File: src/rtl/prio_arbiter.sv
module prio_arbiter #(
  parameter int NIRQ  = 8,
  parameter int PBITS = 4,
  localparam int NSRC = 16 + NIRQ,
  localparam int NUMW = $clog2(NSRC)
) (
  input  logic              clk,
  input  logic              rst_n,
  input  logic [15:0]       sys_pend,
  input  logic [16*8-1:0]   sys_prio,
  input  logic [NIRQ-1:0]   irq_pend,
  input  logic [NIRQ-1:0]   irq_en,
  input  logic [NIRQ*8-1:0] irq_prio,
  input  logic [2:0]        grp,
  input  logic              act_valid,
  input  logic [7:0]        act_prio,
  output logic              win_valid,
  output logic [NUMW-1:0]   win_num,
  output logic              preempt_req
);

  logic [NSRC-1:0]            cand_q;
  logic [NSRC-1:0][PBITS-1:0] lvl_d, lvl_q;
  logic [2:0]                 grp_q;
  logic                       actv_q;
  logic [PBITS-1:0]           actl_q;

  for (genvar i = 0; i < NSRC; i++) begin : g_lvl
    if (i < 16) begin : g_sys
      assign lvl_d[i] = sys_prio[i*8+7 -: PBITS];
    end else begin : g_irq
      assign lvl_d[i] = irq_prio[(i-16)*8+7 -: PBITS];
    end
  end

  always_ff @(posedge clk or negedge rst_n) begin
    if (!rst_n) begin
      cand_q <= '0;
      lvl_q  <= '0;
      grp_q  <= '0;
      actv_q <= 1'b0;
      actl_q <= '0;
    end else begin
      cand_q <= {irq_pend & irq_en, sys_pend};
      lvl_q  <= lvl_d;
      grp_q  <= grp;
      actv_q <= act_valid;
      actl_q <= act_prio[7 -: PBITS];
    end
  end

  logic             found;
  logic [PBITS-1:0] best_lvl;
  logic [NUMW-1:0]  best_idx;

  always_comb begin
    found    = 1'b0;
    best_lvl = '0;
    best_idx = '0;
    for (int i = 0; i < NSRC; i++) begin
      if (cand_q[i] && (!found || lvl_q[i] < best_lvl)) begin
        found    = 1'b1;
        best_lvl = lvl_q[i];
        best_idx = NUMW'(i);
      end
    end
  end

  logic [2:0]       pre_bits;
  logic [PBITS-1:0] pmask;

  assign pre_bits    = (32'(grp_q) > PBITS) ? 3'(PBITS) : grp_q;
  assign pmask       = ~({PBITS{1'b1}} >> pre_bits);
  assign win_valid   = found;
  assign win_num     = found ? best_idx : '0;
  assign preempt_req = found & (~actv_q | ((best_lvl & pmask) < (actl_q & pmask)));

endmodule

File: config.mk
export PLATFORM = sky130hd
export DESIGN_NAME = prio_arbiter
export DESIGN_NICKNAME = d
export VERILOG_FILES = /design/src/rtl/prio_arbiter.sv
export SDC_FILE = /design/constraint.sdc
export NUM_CORES = 1
export LEC_CHECK = 0
export ABC_AREA = 0
export BUFFER_PORTS_ARGS = -buffer_cell sky130_fd_sc_hd__buf_2
export CAP_MARGIN = 5
export CORE_MARGIN = 10
export CORE_UTILIZATION = 40
export CTS_CLUSTER_SIZE = 28
export DETAILED_ROUTE_END_ITERATION = 8
export GPL_TIMING_DRIVEN = 1
export PLACE_DENSITY = 0.78
export RECOVER_POWER = 50
export SYNTH_ARGS = -nofsm -noshare
export SYNTH_HDL_FRONTEND = slang
export SYNTH_SLANG_ARGS = --single-unit
export TNS_END_PERCENT = 50
File: constraint.sdc
create_clock -name clk -period 44.9 [get_ports clk]
set_input_delay 8.98 -clock clk [delete_from_list [all_inputs] [get_ports clk]]
set_output_delay 8.98 -clock clk [all_outputs]
set_load 0.02 [all_outputs]
==> qor.yml <==
leakagePower_nw: 5.251
worstPathRequired_ps: 35920
ys_seq_area_share_pct: 36.45
synth_cell_type_count: 109
die_w_microns: 168.2
synth.largest_area_cell: "dfrtp_1"
async_flop_share_pct: 100.0
path_class: "reg2out"
setup_viol: 0
cts_sinks: 128
synth_warnings: 0
finalHoldViolCount: 0
synth_ff_type: "dfrtp_1"
clkTransAtPathRegs_ps: 70
slew_headroom_pct: -123.6
clockBufferDepth: 2
cts_tree: "yes"
drv_slew: 62
synth_edf_count: 0
grt_pass1_vias: 8480
dp_worst_setup_slack_ps: 171.9
final_net_count: 1504
tns_ps: 0
crit_path_end_kind: "primary output"
numPortBuffers: 144
syn_area_per_cell_sq_um: 9.174
final_util_pct: 53.48
hpwl_microns: 19500
num_io_pins: 245
synthCells: 958
period_needed_ps: 43090
ys_top_cells_by_area: "dfrtp_1 36%, ha_1 5.7%, nand2_1 4.3%, a21oi_1 3.5%, mux2i_1 3.1%"
synth_most_common_cell: "dfrtp_1"
grt-ovfl-total: 0
viasPerCell: 5.671
cts_buffers: 17
area_growth_pct: 31.99
drive_gt1_share_pct: 33.90
powerDensity_nw_per_um2: 102.9
drt-initial-drc-count: 584
period_share_pct: 95.97
cap_violations: 1
violations: "max-capacitance violations, max-slew violations"
critPathMostFrequentCell: "inv_1"
finalWirelength_microns: 26050
dieArea_sq_um: 28300
status: "finished with violations"
grt_max_degree: 69
final_cells: 1520
synthTopCellsByCount: "128 x dfrtp_1, 100 x nand2_1, 62 x a21oi_1"
h-tree-depth: 4
yosys_register_bits: 128
ant_nets: 0
drc: 0
root_buffer: "clkbuf_16"
start_kind: "register"
drtPass1Iterations: 5
fmaxAchievable_mhz: 23.21
globalplace.congestion: 0.9094
grt_pass1_wl_microns: 40770
vias: 8620
initial_utilization_pct: 40.52
peakVddDrop_v: 0.00005197
tightest_slew_ps: 3354
critPathMaxFanout: 9
dp_cells: 1459
synth_nets: 1236
whs_ps: 8642
slowest_delay_ps: 480
num_rows: 54
core-area_sq_um: 21690
grt_usage_pct: 17.25
drt-wirelength-per-cell_microns: 17.14
syn_area_sq_um: 8788
arrival_ps: 34110
antenna_found_initial: 2
setup_slack_ps: 1809
die_y_microns: 168.2
crit_slowest_cell: "or4b_4"
synth_top_area_share_pct: 36.45
min_path_type: "in2reg"
[worst paths after layout]
| path | startpoint | cells after the start | endpoint |
|---|---|---|---|
| max | cand_q[0]$_DFF_PN0_ | 196 | preempt_req |
| min | sys_pend[2] | 1 | cand_q[2]$_DFF_PN0_ |
| max in group asynchronous | rst_n | 2 | cand_q[0]$_DFF_PN0_ |
| min in group asynchronous | rst_n | 1 | lvl_q[13]$_DFF_PN0_ |
[where the power goes]
group	internal (mW)	total (mW)	leakage (nW)	switching (mW)
Combinational	0.448	0.922	3.45	0.474
Sequential	0.121	0.129	1.50	0.00733
Clock	0.0835	0.143	0.296	0.0592
Total	0.653	1.19	5.25	0.540
[worst max-delay path: cells and delay by family (launching register included)]
kind / cells / cell delay [ps]
DFF: 1 / 430
adders and majority gates: 24 / 6360
AOI/OAI and AO/OA: 82 / 13640
buffers and inverters: 25 / 2340
muxes: 11 / 3040
and+or+nand+nor: 54 / 7760
[logic make-up after synthesis]
kind of cell	count (synthesis)	synth area share [%]
AND/OR/NAND/NOR	327	19.08
adder cells (fa/ha/maj)	50	6.862
buffers and inverters	73	3.602
flip-flops	128	36.45
XOR/XNOR	6	0.5981
AO/OA/AOI/OAI	330	28.00
multiplexers	44	5.410
[placed cells by master, fill, tap and decap left out, drive strengths merged, types with 28 or more instances in the layout]
master and instances:
nand2 100, mux2i 28, dfrtp 128, inv 69, nor2 61, buf 253, ha 40, o21ai 68
a21oi 68
[stage by stage]
step                power (mW)  cell area [sq um]
floorplan               0.6540               8788
global placement        0.9326              10440
detailed placement      0.9545              10440
CTS                      1.112              11070
global route             1.287              11600
finish                   1.194              11600
[per-layer routing]
metal	share of wire (%)	vias to the layer above	global-route usage, %
li1	-	4151	-
met1	44	4146	20.94
met2	49	266	29.08
met3	4.1	55	2.980
met4	3.0	2	8.100
met5	0.046	-	0
[final cells by class]
cell class              count  area (sq um)
well taps                 280         350.3
flip-flops and latches    128          3204
clock inverters            15         172.7
diodes                      1         2.502
clock buffers              17         425.4
multi-input cells         757          5620
inverters                  61         229.0
fillers                  1932         10090
repair buffers            261          1595
[timing repair]
action / in CTS / in global routing
pin swaps: 1 / 24
endpoints found under the setup margin: 1 / 6
endpoints found under the hold margin: 0 / 0
hold buffers: 0 / 0
buffers inserted: 2 / 26
gates resized for setup: 5 / 70
[registers in the layout, indices dropped and copies added, names as in the netlist]
name / flops
actl_q: 4
cand_q: 24
actv_q: 1
lvl_q: 96
grp_q: 3
Note: power is estimated with default switching activity, not from simulation.
